**src/rtl/duart_pkg.sv**
```systemverilog
package duart_pkg;

    localparam int NUM_CH = 2;
    localparam int CH_A   = 0;
    localparam int CH_B   = 1;
    localparam int ADDR_W = 3;
    localparam int DATA_W = 8;
    localparam int AFR_W  = 3;

    typedef enum logic [1:0] {
        MF_OP    = 2'b00,
        MF_BAUD  = 2'b01,
        MF_RXRDY = 2'b10,
        MF_HIGH  = 2'b11
    } mf_sel_e;

    typedef struct packed {
        logic              cs_n;
        logic              chan_sel;
        logic              rd_n;
        logic              wr_n;
        logic [ADDR_W-1:0] addr;
        logic [DATA_W-1:0] data;
    } bus_smp_t;

    localparam bus_smp_t BUS_IDLE = '{cs_n: 1'b1, chan_sel: 1'b0, rd_n: 1'b1,
                                      wr_n: 1'b1, addr: '0, data: '0};

    // Channel mask for a single addressed channel.
    function automatic logic [NUM_CH-1:0] chan_onehot(input logic sel);
        logic [NUM_CH-1:0] m;
        m = '0;
        if (sel) m[CH_A] = 1'b1;
        else     m[CH_B] = 1'b1;
        return m;
    endfunction

endpackage

```
**src/rtl/duart_bus_sync.sv**
```systemverilog
module duart_bus_sync
    import duart_pkg::*;
#(
    parameter int STAGES = 2
) (
    input  logic     clk,
    input  logic     rst,
    input  bus_smp_t bus_raw,
    output bus_smp_t bus_q,
    output logic     wr_evt,
    output logic     rd_evt
);

    bus_smp_t chain [STAGES];
    logic     rd_prev;
    logic     wr_prev;

    always_ff @(posedge clk) begin
        if (rst) begin
            for (int k = 0; k < STAGES; k++) chain[k] <= BUS_IDLE;
            rd_prev <= 1'b1;
            wr_prev <= 1'b1;
        end else begin
            chain[0] <= bus_raw;
            for (int k = 1; k < STAGES; k++) chain[k] <= chain[k-1];
            rd_prev <= chain[STAGES-1].rd_n;
            wr_prev <= chain[STAGES-1].wr_n;
        end
    end

    assign bus_q  = chain[STAGES-1];
    assign wr_evt = bus_q.wr_n & ~wr_prev & ~bus_q.cs_n;
    assign rd_evt = ~bus_q.rd_n & rd_prev & ~bus_q.cs_n;

endmodule

```
**src/rtl/duart_addr_dec.sv**
```systemverilog
module duart_addr_dec
    import duart_pkg::*;
(
    input  logic                          clk,
    input  logic                          rst,
    input  bus_smp_t                      bus_q,
    input  logic                          wr_evt,
    input  logic                          rd_evt,
    input  logic                          bcast,
    input  logic [NUM_CH-1:0][DATA_W-1:0] ch_rdata,
    output logic [NUM_CH-1:0]             wr_stb,
    output logic [NUM_CH-1:0]             rd_stb,
    output logic [ADDR_W-1:0]             reg_addr,
    output logic [DATA_W-1:0]             reg_wdata,
    output logic [DATA_W-1:0]             host_rdata
);

    logic [NUM_CH-1:0] sel_mask;
    logic [NUM_CH-1:0] wr_mask;
    logic [NUM_CH-1:0] rd_mask;
    logic              rd_active;
    logic              rd_from_a;

    always_comb begin
        sel_mask  = chan_onehot(bus_q.chan_sel);
        wr_mask   = bcast ? '1 : sel_mask;
        rd_mask   = bcast ? chan_onehot(1'b1) : sel_mask;
        rd_from_a = bcast | bus_q.chan_sel;
        rd_active = ~bus_q.rd_n & ~bus_q.cs_n;
    end

    always_ff @(posedge clk) begin
        if (rst) begin
            wr_stb    <= '0;
            rd_stb    <= '0;
            reg_addr  <= '0;
            reg_wdata <= '0;
        end else begin
            wr_stb <= wr_evt ? wr_mask : '0;
            rd_stb <= rd_evt ? rd_mask : '0;
            if (wr_evt || rd_evt) reg_addr <= bus_q.addr;
            if (wr_evt)           reg_wdata <= bus_q.data;
        end
    end

    always_comb begin
        if (!rd_active)     host_rdata = '0;
        else if (rd_from_a) host_rdata = ch_rdata[CH_A];
        else                host_rdata = ch_rdata[CH_B];
    end

endmodule

```
**src/rtl/duart_chan_pins.sv**
```systemverilog
module duart_chan_pins
    import duart_pkg::*;
#(
    parameter int LVL_W = 7
) (
    input  logic             clk,
    input  logic             rst,
    input  logic [1:0]       mf_sel,
    input  logic             mcr_b3,
    input  logic [LVL_W-1:0] tx_free,
    input  logic [LVL_W-1:0] tx_trig,
    input  logic [LVL_W-1:0] rx_level,
    input  logic             baud_tick,
    input  logic             irq_req,
    output logic             mf_q,
    output logic             txrdy_n_q,
    output logic             irq_q
);

    mf_sel_e sel;
    logic    mf_d;

    assign sel = mf_sel_e'(mf_sel);

    always_comb begin
        case (sel)
            MF_OP:    mf_d = ~mcr_b3;
            MF_BAUD:  mf_d = baud_tick;
            MF_RXRDY: mf_d = (rx_level == '0);
            default:  mf_d = 1'b1;
        endcase
    end

    always_ff @(posedge clk) begin
        if (rst) begin
            mf_q      <= 1'b0;
            txrdy_n_q <= 1'b0;
            irq_q     <= 1'b0;
        end else begin
            mf_q  <= mf_d;
            irq_q <= irq_req & mcr_b3;
            if (tx_free == '0)          txrdy_n_q <= 1'b1;
            else if (tx_free >= tx_trig) txrdy_n_q <= 1'b0;
        end
    end

endmodule

```
**src/rtl/duart_host_front.sv**
```systemverilog
module duart_host_front
    import duart_pkg::*;
#(
    parameter  int FIFO_DEPTH  = 64,
    parameter  int SYNC_STAGES = 2,
    localparam int LVL_W       = $clog2(FIFO_DEPTH + 1)
) (
    input  logic                          clk,
    input  logic                          rst,
    input  logic                          cs_n,
    input  logic                          chan_sel,
    input  logic                          rd_n,
    input  logic                          wr_n,
    input  logic [ADDR_W-1:0]             addr,
    input  logic [DATA_W-1:0]             wdata,
    input  logic [NUM_CH-1:0][DATA_W-1:0] ch_rdata,
    input  logic [NUM_CH-1:0][AFR_W-1:0]  afr,
    input  logic [NUM_CH-1:0]             mcr_bit3,
    input  logic [NUM_CH-1:0][LVL_W-1:0]  tx_free,
    input  logic [NUM_CH-1:0][LVL_W-1:0]  tx_trig,
    input  logic [NUM_CH-1:0][LVL_W-1:0]  rx_level,
    input  logic [NUM_CH-1:0]             baud_tick,
    input  logic [NUM_CH-1:0]             irq_req,
    output logic [NUM_CH-1:0]             wr_stb,
    output logic [NUM_CH-1:0]             rd_stb,
    output logic [ADDR_W-1:0]             reg_addr,
    output logic [DATA_W-1:0]             reg_wdata,
    output logic [DATA_W-1:0]             host_rdata,
    output logic [NUM_CH-1:0]             mf_pin,
    output logic [NUM_CH-1:0]             txrdy_n,
    output logic [NUM_CH-1:0]             irq_out
);

    bus_smp_t bus_raw;
    bus_smp_t bus_q;
    logic     wr_evt;
    logic     rd_evt;
    logic     bcast;

    always_comb begin
        bus_raw.cs_n     = cs_n;
        bus_raw.chan_sel = chan_sel;
        bus_raw.rd_n     = rd_n;
        bus_raw.wr_n     = wr_n;
        bus_raw.addr     = addr;
        bus_raw.data     = wdata;
        bcast = 1'b0;
        for (int c = 0; c < NUM_CH; c++) bcast |= afr[c][0];
    end

    duart_bus_sync #(.STAGES(SYNC_STAGES)) sync_i (
        .clk     (clk),
        .rst     (rst),
        .bus_raw (bus_raw),
        .bus_q   (bus_q),
        .wr_evt  (wr_evt),
        .rd_evt  (rd_evt)
    );

    duart_addr_dec dec_i (
        .clk        (clk),
        .rst        (rst),
        .bus_q      (bus_q),
        .wr_evt     (wr_evt),
        .rd_evt     (rd_evt),
        .bcast      (bcast),
        .ch_rdata   (ch_rdata),
        .wr_stb     (wr_stb),
        .rd_stb     (rd_stb),
        .reg_addr   (reg_addr),
        .reg_wdata  (reg_wdata),
        .host_rdata (host_rdata)
    );

    for (genvar c = 0; c < NUM_CH; c++) begin : g_ch
        duart_chan_pins #(.LVL_W(LVL_W)) pins_i (
            .clk       (clk),
            .rst       (rst),
            .mf_sel    (afr[c][2:1]),
            .mcr_b3    (mcr_bit3[c]),
            .tx_free   (tx_free[c]),
            .tx_trig   (tx_trig[c]),
            .rx_level  (rx_level[c]),
            .baud_tick (baud_tick[c]),
            .irq_req   (irq_req[c]),
            .mf_q      (mf_pin[c]),
            .txrdy_n_q (txrdy_n[c]),
            .irq_q     (irq_out[c])
        );
    end

endmodule

```
**config.mk**
```make
export PLATFORM = sky130hd
export DESIGN_NAME = duart_host_front
export DESIGN_NICKNAME = d
export VERILOG_FILES = /design/src/rtl/duart_pkg.sv /design/src/rtl/duart_bus_sync.sv /design/src/rtl/duart_addr_dec.sv /design/src/rtl/duart_chan_pins.sv /design/src/rtl/duart_host_front.sv
export SDC_FILE = /design/constraint.sdc
export NUM_CORES = 1
export LEC_CHECK = 0
export BUFFER_PORTS_ARGS = -buffer_cell sky130_fd_sc_hd__buf_2
export CAP_MARGIN = 10
export CORE_MARGIN = 5
export CORE_UTILIZATION = 40
export CTS_CLUSTER_SIZE = 28
export DETAILED_ROUTE_END_ITERATION = 7
export GPL_TIMING_DRIVEN = 0
export PLACE_DENSITY = 0.78
export SYNTH_ARGS = -nofsm -noshare
export SYNTH_HDL_FRONTEND = slang
export SYNTH_SLANG_ARGS = --single-unit
```
**constraint.sdc**
```tcl
create_clock -name clk -period 1.35 [get_ports clk]
set_clock_uncertainty 0.15 [all_clocks]
set_input_delay 0.135 -clock clk [delete_from_list [all_inputs] [get_ports clk]]
set_output_delay 0.135 -clock clk [all_outputs]
set_load 0.005 [all_outputs]
```
==> results of run 1 <==
routing by layer:
| metal | GRT usage [%] | part of all wire [%] | vias to the layer above |
|---|---|---|---|
| met5 | 0 | 0 | - |
| met4 | 6.87 | 2.9 | 0 |
| met3 | 4.61 | 8.7 | 14 |
| met2 | 29.6 | 53 | 79 |
| met1 | 15.0 | 35 | 890 |
| li1 | - | - | 1061 |
worst min-delay path by stage:
stage          slack, ns  cells after the start                        endpoint
2_1_floorplan       0.08                      1  g_ch[0].pins_i.mf_q$_SDFF_PP0_
3_3_place_gp        0.17                      2  sync_i.chain[0][11]$_SDFF_PP1_
3_5_place_dp        0.17                      2  sync_i.chain[0][14]$_SDFF_PP1_
4_1_cts             0.01                      3      dec_i.wr_stb[1]$_SDFF_PP0_
5_1_grt             0.04                      3      dec_i.wr_stb[1]$_SDFF_PP0_
6_report            0.03                      3  g_ch[0].pins_i.mf_q$_SDFF_PP0_
report_power, final:
group	internal, mW	switching (mW)	total (mW)
Sequential	1.61	0.0150	1.63
Combinational	0.290	0.183	0.474
Clock	0.464	0.468	0.932
Total	2.37	0.667	3.03
area by class of cell:
class / instances / area (um2)
fill: 446 / 2020
sequential: 53 / 1060
multi-input combinational: 143 / 1040
timing repair buffer: 156 / 996
clock buffer: 7 / 96.3
tap: 72 / 90.1
buffer: 12 / 75.1
inverter: 14 / 52.6
clock inverter: 1 / 5.00
flip-flops by register name, indices dropped and copies added, names as in the netlist:
name,flops
dec_i.rd_stb,2
dec_i.reg_addr,3
dec_i.reg_wdata,8
dec_i.wr_stb,2
g_ch.pins_i.irq_q,2
g_ch.pins_i.mf_q,2
g_ch.pins_i.txrdy_n_q,2
sync_i.chain,30
sync_i.rd_prev,1
sync_i.wr_prev,1
critical path, cell delays in order (launching register included):
cell and delay [ns]:
sky130_fd_sc_hd__dfxtp_2 0.33, sky130_fd_sc_hd__buf_4 0.13, sky130_fd_sc_hd__nor3_4 0.15, sky130_fd_sc_hd__buf_12 0.15, sky130_fd_sc_hd__nand2_1 0.05, sky130_fd_sc_hd__a21oi_1 0.13, sky130_fd_sc_hd__buf_2 0.13
logic make-up after synthesis:
| group | share of synthesized area, % |
|---|---|
| AOI/OAI and AO/OA | 9.57 |
| adders and majority gates | 7.93 |
| buffers and inverters | 6.17 |
| DFF | 48.0 |
| muxes | 4.98 |
| and+or+nand+nor | 23.3 |
synthesized netlist by cell type (all sizes together):
library cell and n:
nor3 6, nor4 4, nor3b 1, nor2 17, a21oi 13, or3 1, dfxtp 53, o21a 2
and3b 2, mux2i 11, nand3 2, ha 14, o2111ai 2, a211oi 5, nand3b 1, o21ai 2
clkbuf 5, and4b 2, inv 14, or3b 1, nand2b 2, a2111oi 2, nand2 20, nor2b 24
or2 9, buf 9
layout by cell type, fill, tap and decap left out, drive strengths merged, types with 4 or more instances in the layout:
| master | instances |
|---|---|
| a211oi | 5 |
| a21oi | 13 |
| buf | 128 |
| clkbuf | 12 |
| dfxtp | 53 |
| dlygate4sd3 | 34 |
| ha | 14 |
| inv | 14 |
| mux2i | 11 |
| nand2 | 20 |
| nor2 | 17 |
| nor2b | 24 |
| nor3 | 6 |
| nor4 | 4 |
| or2 | 9 |
timing repair:
| action | 4_1_cts | 5_1_grt |
|---|---|---|
| gates resized for setup | 8 | 7 |
| endpoints found under the hold margin | 21 | 0 |
| pin swaps | 3 | 3 |
| hold buffers | 35 | 0 |
| cloned | 1 | 0 |
| setup endpoints to repair | 8 | 18 |
| setup buffers | 5 | 2 |
through the flow:
stage                     setup slack, ns  TNS [ns]  power (mW)  std cells
after floorplan                    0.0269         0        1.85        224
after global placement             -0.130    -0.856        2.01        411
after detailed placement           -0.153     -1.34        2.03        411
after CTS                          -0.303     -2.34        3.05        459
after global routing               -0.376     -2.87        3.19        458
final                              -0.302     -2.32        3.03        458
==> impl_metrics.ini, run 1 <==
[floorplan]
die_height_um = 84.3
std_cell_rows = 27
floorplan.io_pins = 116
die_area_um2 = 7110
start_util_pct = 40.6
chipWidth_um = 84.3
core_box_area_um2 = 5440

[setup_path]
crit-reg2reg-launch = sync_i.chain[0][26]$_SDFF_PP1_
required_ns = 1.07
setup.worst_path.end_class = primary output
r2r_setup_slack_ns = 0.05
crit-reg2reg-capture = dec_i.reg_addr[2]$_SDFFE_PP0P_
max_fo_critical_path = 9
start_to_end_type_of_the_worst_setup_path = flip-flop to primary output
setup.worst_path.end = host_rdata[4]
start_kind = flip-flop
cp.arrival_ns = 1.37
worst-r2r-cell-count = 5
crit_start = sync_i.chain[0][28]$_SDFF_PP0_

[sta]
timing_hold_violations_final = 0
achievable-frequency_mhz = 605
fin_crit_sh_pct = 122
max_slew_margin_pct = 69.9
timing_worst_slew_pin_value_ns = 0.451
unrepaired_setup_endpoints_after_global_routing = true
finalSetupViolCount = 8
layout_setup_ws_ns = -0.302
holdWs_ns = 0.0266
finalMaxSlewViolations = 0
min_period_ns = 1.65

[worst_hold_path]
hold_class = input port to flip-flop
hold_start = afr[1]

[layout]
stdcell_area_um2 = 3420
drive_gt1_share_pct = 41.2
utilization_pct = 62.9
nNetsFinal = 486
antenna_cells = 0
areaGrowthSynthToFinish_pct = 54.8

[global_routing]
globalRouteOverflowTotal = 0
grt_max_degree = 16
first_global_vias = 2041
grt_util_all_layers_pct = 15.4
antenna_found_initial = 0
global_route_wire_length_before_repair_um = 8800

[status]
violations = negative setup slack
status = finished with violations

[yosys]
postSynthRegisterBits = 53
syn_nets = 325
synth_area_leader_cell = sky130_fd_sc_hd__dfxtp_1
netlist-cell-type-count = 31
yosysSeqAreaShare_pct = 48.0
cell_count_after_synthesis = 224
synth.avg_cell_area_um2 = 9.86
synth_top_area_share_pct = 48.0
netlist_top_cells_area = sky130_fd_sc_hd__dfxtp_1, sky130_fd_sc_hd__ha_1, sky130_fd_sc_hd__nor2b_1, sky130_fd_sc_hd__mux2i_1, sky130_fd_sc_hd__nand2_1
yosysWarnings = 0
post_synth_instance_area_um2 = 2210

[drt]
detail_route.wl_per_cell_um = 12.0
route.detailed.vias_per_inst = 4.46
drt_first_pass_iters = 4
route.detailed.drc = 0
dr_total_vias = 2044
drt-initial-drc-count = 60
ant_nets = 0
routed_wirelength_um = 5510

[cts]
clk_latency_ns = 0.30
clock_sink_count = 53
cts_tree = yes
htreeDepth = 2
clock-root-buffer = sky130_fd_sc_hd__clkbuf_8
clockBufferDepth = 2
clk_transition_reported_paths_ns = 0.09
tritoncts_buffer_count = 5

[placement]
routabilityCongestion = 0.757
port-buffer-count = 115
detailed_place.area_um2 = 2880
dp_hpwl_um = 3910

[power_and_ir_drop]
leakagePower_nw = 1.68
power.density_cell_area_nw_per_um2 = 887
vdd_ir_drop_max_mv = 0.781

[flow_run]
drv_cap = 0
No activity file was read; power rests on OpenSTA's default activity.
==> inputs of run 2 (changes only) <==
--- a/config.mk
+++ b/config.mk
@@ -8,11 +8,12 @@
 export BUFFER_PORTS_ARGS = -buffer_cell sky130_fd_sc_hd__buf_2
 export CAP_MARGIN = 10
 export CORE_MARGIN = 5
-export CORE_UTILIZATION = 40
+export CORE_UTILIZATION = 42
+export CTS_BUF_LIST = sky130_fd_sc_hd__clkbuf_4
 export CTS_CLUSTER_SIZE = 28
 export DETAILED_ROUTE_END_ITERATION = 7
 export GPL_TIMING_DRIVEN = 0
-export PLACE_DENSITY = 0.78
+export PLACE_DENSITY = 0.81
 export SYNTH_ARGS = -nofsm -noshare
 export SYNTH_HDL_FRONTEND = slang
 export SYNTH_SLANG_ARGS = --single-unit
==> impl_metrics.ini, run 2 (synthesis gave the netlist of run 1 again) <==
[cts]
clock-root-buffer = sky130_fd_sc_hd__clkbuf_4
htreeDepth = 2
clock_sink_count = 53
tritoncts_buffer_count = 5
clk_transition_reported_paths_ns = 0.15
cts_tree = yes
clk_latency_ns = 0.36
clockBufferDepth = 2

[drt]
routed_wirelength_um = 6380
route.detailed.vias_per_inst = 4.65
dr_total_vias = 2214
ant_nets = 0
detail_route.wl_per_cell_um = 13.4
drt-initial-drc-count = 52
route.detailed.drc = 0
drt_first_pass_iters = 4

[layout]
mostFrequentLayoutCells = sky130_fd_sc_hd__buf_2, sky130_fd_sc_hd__dlygate4sd3_1, sky130_fd_sc_hd__dfxtp_1, sky130_fd_sc_hd__nor2b_1, sky130_fd_sc_hd__nand2_1
largest_registers = sync_i.chain (30), dec_i.reg_wdata (8), dec_i.reg_addr (3)
mostFrequentLayoutCell = sky130_fd_sc_hd__buf_2
largest_register_by_flop_count = sync_i.chain
largest_reg_flops = 30
antenna_cells = 0
drive_gt1_share_pct = 39.4
areaGrowthSynthToFinish_pct = 62.9
nNetsFinal = 506

[power_and_ir_drop]
clkPwrFrac_pct = 33.3
power.density_cell_area_nw_per_um2 = 897
p_switching_uw = 709
pwr-share-comb_pct = 16.1
switch_share_pct = 22.0
vdd_ir_drop_max_mv = 0.662
pwr-share-seq_pct = 50.6
leakagePower_nw = 1.76
internal-power_mw = 2.52

[sta]
holdWs_ns = 0.0280
timing_worst_slew_pin_value_ns = 0.521
finalSetupViolCount = 11
timing_hold_violations_final = 0
finalMaxSlewViolations = 0
max_slew_margin_pct = 65.3
achievable-frequency_mhz = 581
fin_crit_sh_pct = 127
layout_setup_ws_ns = -0.370
unrepaired_setup_endpoints_after_global_routing = true
post_route_setup_tns_ns = -2.84
min_period_ns = 1.72

[status]
status = finished with violations
violations = negative setup slack

[flow_run]
drv_cap = 0

[floorplan]
core_box_area_um2 = 5110
floorplan.io_pins = 116
die_area_um2 = 6810
start_util_pct = 43.3
chipWidth_um = 82.5
die_height_um = 82.5
std_cell_rows = 26

[global_routing]
grt_util_all_layers_pct = 19.0
global_route_wire_length_before_repair_um = 9800
antenna_found_initial = 0
globalRouteOverflowTotal = 0
first_global_vias = 2287
grt_max_degree = 18

[setup_path]
start_to_end_type_of_the_worst_setup_path = flip-flop to primary output
cp.arrival_ns = 1.44
setup.worst_path.end_class = primary output
crit_top_cell = sky130_fd_sc_hd__buf_2
max_fo_critical_path = 4
start_kind = flip-flop
worstPathCellList = nor3_4 > buf_2 > nand2_1 > a21oi_1 > buf_2
required_ns = 1.07
timing.critical_path.slowest_cell_delay_ns = 0.37
crit_slowest_cell = sky130_fd_sc_hd__dfxtp_2

[placement]
port-buffer-count = 115
dp_hpwl_um = 3910
routabilityCongestion = 0.762

[worst_hold_path]
hold_class = input port to flip-flop
[run 2: cell types whose count changed in the layout (fill, tap and decap cells not counted), moves of 2 or more]
cell                            change
sky130_fd_sc_hd__buf_2              +2
sky130_fd_sc_hd__clkbuf_4           +5
sky130_fd_sc_hd__buf_6              -2
sky130_fd_sc_hd__bufinv_16          +2
sky130_fd_sc_hd__a21oi_1            -2
sky130_fd_sc_hd__dlygate4sd3_1     +21
sky130_fd_sc_hd__clkbuf_8           -7
sky130_fd_sc_hd__a21oi_2            +2
[run 2: cell type report]
type                            instances  area (um2)
Buffer                                 11        63.8
Clock buffer                            5        37.5
Clock inverter                          3        68.8
Fill cell                             379        1510
Inverter                               14        52.6
Multi-Input combinational cell        143        1040
Sequential cell                        53        1060
Tap cell                               70        87.6
Timing Repair Buffer                  177        1180
[run 2: power by group through the flow]
stage / sequential (mW) / clock (mW) / combinational [mW]
finish: 1.63 / 1.08 / 0.519
global route: 1.64 / 1.17 / 0.569
CTS: 1.63 / 1.09 / 0.486
detailed placement: 1.67 / 0 / 0.360
global placement: 1.66 / 0 / 0.345
floorplan: 1.66 / 0 / 0.188
[run 2: per-layer routing]
layer	global-route usage [%]	vias up	routed length, um
met5	0	-	0
met4	8.33	0	129
met3	5.64	14	478
met2	38.2	92	3530
met1	17.1	1005	2240
li1	-	1103	-
[run 2: stage by stage]
| step | total power [mW] | area (um2) | worst slack, ns | std cells | utilization [%] |
|---|---|---|---|---|---|
| global placement | 2.01 | 2870 | -0.121 | 409 | 56.2 |
| CTS | 3.21 | 3560 | -0.412 | 471 | 69.6 |
| global route | 3.38 | 3600 | -0.498 | 476 | 70.5 |
| finish | 3.23 | 3600 | -0.370 | 476 | 70.5 |
| detailed placement | 2.03 | 2870 | -0.151 | 409 | 56.2 |
| floorplan | 1.85 | 2210 | 0.0269 | 224 | - |
[run 2: path summary, 6_finish.rpt]
kind	startpoint	endpoint	slack, ns	cells after the start
setup / recovery	sync_i.chain[0][28]$_SDFF_PP0_	host_rdata[3]	-0.37	5
hold / removal	afr[3]	dec_i.rd_stb[1]$_SDFF_PP0_	0.03	3
hold reg to reg	sync_i.chain[0][12]$_SDFF_PP1_	sync_i.chain[0][27]$_SDFF_PP1_	0.28	1
setup reg to reg	sync_i.chain[0][26]$_SDFF_PP1_	dec_i.reg_addr[2]$_SDFFE_PP0P_	-0.01	5
[run 2: worst max-delay path, delay by kind of cell, from the launching register on]
family | cells | cell delay (ns)
flip-flops | 1 | 0.37
buffers and inverters | 2 | 0.31
AND/OR/NAND/NOR | 2 | 0.26
AO/OA/AOI/OAI | 1 | 0.13
[run 2: repair_timing]
item,in CTS,in global routing
hold endpoints to repair,25,2
gates cloned,0,1
hold buffers,55,1
setup buffers,1,6
pin swaps,1,3
endpoints found under the setup margin,11,12
gates resized for setup,6,8
==> inputs of run 3 (changes only) <==
--- a/config.mk
+++ b/config.mk
@@ -14,6 +14,7 @@
 export DETAILED_ROUTE_END_ITERATION = 7
 export GPL_TIMING_DRIVEN = 0
 export PLACE_DENSITY = 0.81
+export REMOVE_ABC_BUFFERS = 1
 export SYNTH_ARGS = -nofsm -noshare
 export SYNTH_HDL_FRONTEND = slang
 export SYNTH_SLANG_ARGS = --single-unit
==> impl_metrics.ini, run 3 (synthesis gave the netlist of run 1 again) <==
[cts]
clock_sink_count = 53
cts_hold_buf = 54
htreeDepth = 2
clock-root-buffer = sky130_fd_sc_hd__clkbuf_4
cts_tree = yes
clockBufferDepth = 2
clk_transition_reported_paths_ns = 0.15
clk_latency_ns = 0.37
tritoncts_buffer_count = 5

[global_routing]
globalRouteOverflowTotal = 0
grt_max_degree = 53
grt_util_all_layers_pct = 18.2
first_global_vias = 2205
antenna_found_initial = 0
global_route_wire_length_before_repair_um = 9450

[setup_path]
timing.critical_path.slowest_cell_delay_ns = 0.39
crit_start = sync_i.chain[0][28]$_SDFF_PP0_
crit_slowest_cell = sky130_fd_sc_hd__dfxtp_4
setup.worst_path.end_class = primary output
cp.arrival_ns = 1.41
crit-reg2reg-launch = sync_i.chain[0][29]$_SDFF_PP1_
crit_family = simple AND/OR/NAND/NOR gates
start_to_end_type_of_the_worst_setup_path = flip-flop to primary output
required_ns = 1.07
start_kind = flip-flop
max_fo_critical_path = 9
worstPathCellList = or3_4 > nand2_1 > a21oi_2 > buf_2
cp_num_buf_inv = 1

[placement]
dp_hpwl_um = 3480
placement.setup.worst_slack_ns = -0.493
routabilityCongestion = 0.819
dp_cells = 395
port-buffer-count = 115

[power_and_ir_drop]
clkPwrFrac_pct = 25.5
pwr-share-comb_pct = 17.9
vdd_ir_drop_max_mv = 0.639
internal-power_mw = 2.14
p_switching_uw = 735
pwr-share-seq_pct = 56.6
power.density_cell_area_nw_per_um2 = 814
total_power_mw = 2.88
leakagePower_nw = 1.69
switch_share_pct = 25.5

[worst_hold_path]
hold_start = afr[0]
hold_class = input port to flip-flop

[status]
status = finished with violations
violations = negative setup slack

[layout]
nNetsFinal = 491
drive_gt1_share_pct = 39.9
largest_reg_flops = 30
fin_cells = 461
largest_register_by_flop_count = sync_i.chain
areaGrowthSynthToFinish_pct = 60.1
antenna_cells = 0
mostFrequentLayoutCells = sky130_fd_sc_hd__buf_2, sky130_fd_sc_hd__dlygate4sd3_1, sky130_fd_sc_hd__dfxtp_1, sky130_fd_sc_hd__nor2b_1, sky130_fd_sc_hd__nand2_1
largest_registers = sync_i.chain (30), dec_i.reg_wdata (8), dec_i.reg_addr (3)
fillerInstances = 364
mostFrequentLayoutCell = sky130_fd_sc_hd__buf_2
utilization_pct = 69.3
seqCellArea_um2 = 1070
multiInputGateArea_um2 = 1080

[drt]
detail_route.wl_per_cell_um = 13.3
ant_nets = 0
route.detailed.drc = 0
route.detailed.vias_per_inst = 4.62
routed_wirelength_um = 6110
drt-initial-drc-count = 52
dr_total_vias = 2130
drt_first_pass_iters = 6

[sta]
achievable-frequency_mhz = 589
finalSetupViolCount = 19
layout_setup_ws_ns = -0.348
timing_worst_slew_pin_value_ns = 0.879
post_route_setup_tns_ns = -3.02
unrepaired_setup_endpoints_after_global_routing = true
min_period_ns = 1.70
finalMaxSlewViolations = 0
fin_crit_sh_pct = 126
max_slew_margin_pct = 41.4
timing_hold_violations_final = 0

[floorplan]
start_util_pct = 43.3
chipWidth_um = 82.5
std_cell_rows = 26
floorplan.io_pins = 116
die_area_um2 = 6810
die_height_um = 82.5
core_box_area_um2 = 5110

[flow_run]
drv_cap = 0
## run 3: final cells by class
cell class	count	area share, %
repair buffers	173	33.4
multi-input cells	143	30.6
clock inverters	3	0.707
well taps	70	2.48
inverters	14	1.49
flip-flops and latches	53	30.2
clock buffers	5	1.06
## run 3: worst register-to-register path: stages, from the launching register on
cell                        delay [ns]
sky130_fd_sc_hd__dfxtp_4          0.39
sky130_fd_sc_hd__nor3b_4          0.31
sky130_fd_sc_hd__clkbuf_16        0.21
sky130_fd_sc_hd__mux2i_1          0.17
sky130_fd_sc_hd__nor2_1           0.06
## run 3: timing repair
action,in CTS,in global routing
endpoints found under the hold margin,24,1
endpoints found under the setup margin,19,20
gates resized for setup,7,13
pin swaps,2,4
setup buffers,3,1
cloned,0,2
## run 3: power by group through the flow
stage | Sequential [mW] | Combinational (mW) | Clock, mW
after global routing | 1.64 | 0.563 | 0.839
after CTS | 1.63 | 0.473 | 0.774
after floorplan | 1.66 | 0.159 | 0
after detailed placement | 1.66 | 0.344 | 0
after global placement | 1.66 | 0.331 | 0
final | 1.63 | 0.514 | 0.735
## run 3: metal layers
layer / up-vias / wire length, um / global-route usage (%)
met5: - / 0 / 0
met4: 0 / 104 / 7.19
met3: 12 / 702 / 7.16
met2: 105 / 2900 / 32.4
met1: 941 / 2410 / 19.1
li1: 1072 / - / -
## run 3: final timing paths
| path | end | slack, ns | depth (start not counted) |
|---|---|---|---|
| max | host_rdata[4] | -0.35 | 4 |
| min | dec_i.rd_stb[1]$_SDFF_PP0_ | 0.01 | 3 |
| min reg2reg | sync_i.chain[0][26]$_SDFF_PP1_ | 0.28 | 1 |
| max reg2reg | dec_i.reg_wdata[1]$_SDFFE_PP0P_ | -0.06 | 4 |
## run 3: metrics by stage
stage	hold WS [ns]	cell area, um2
after floorplan	0.0541	2130
after global placement	0.178	2790
after detailed placement	0.182	2790
after CTS	-0.0261	3450
after global routing	-0.00421	3540
final	0.0123	3540
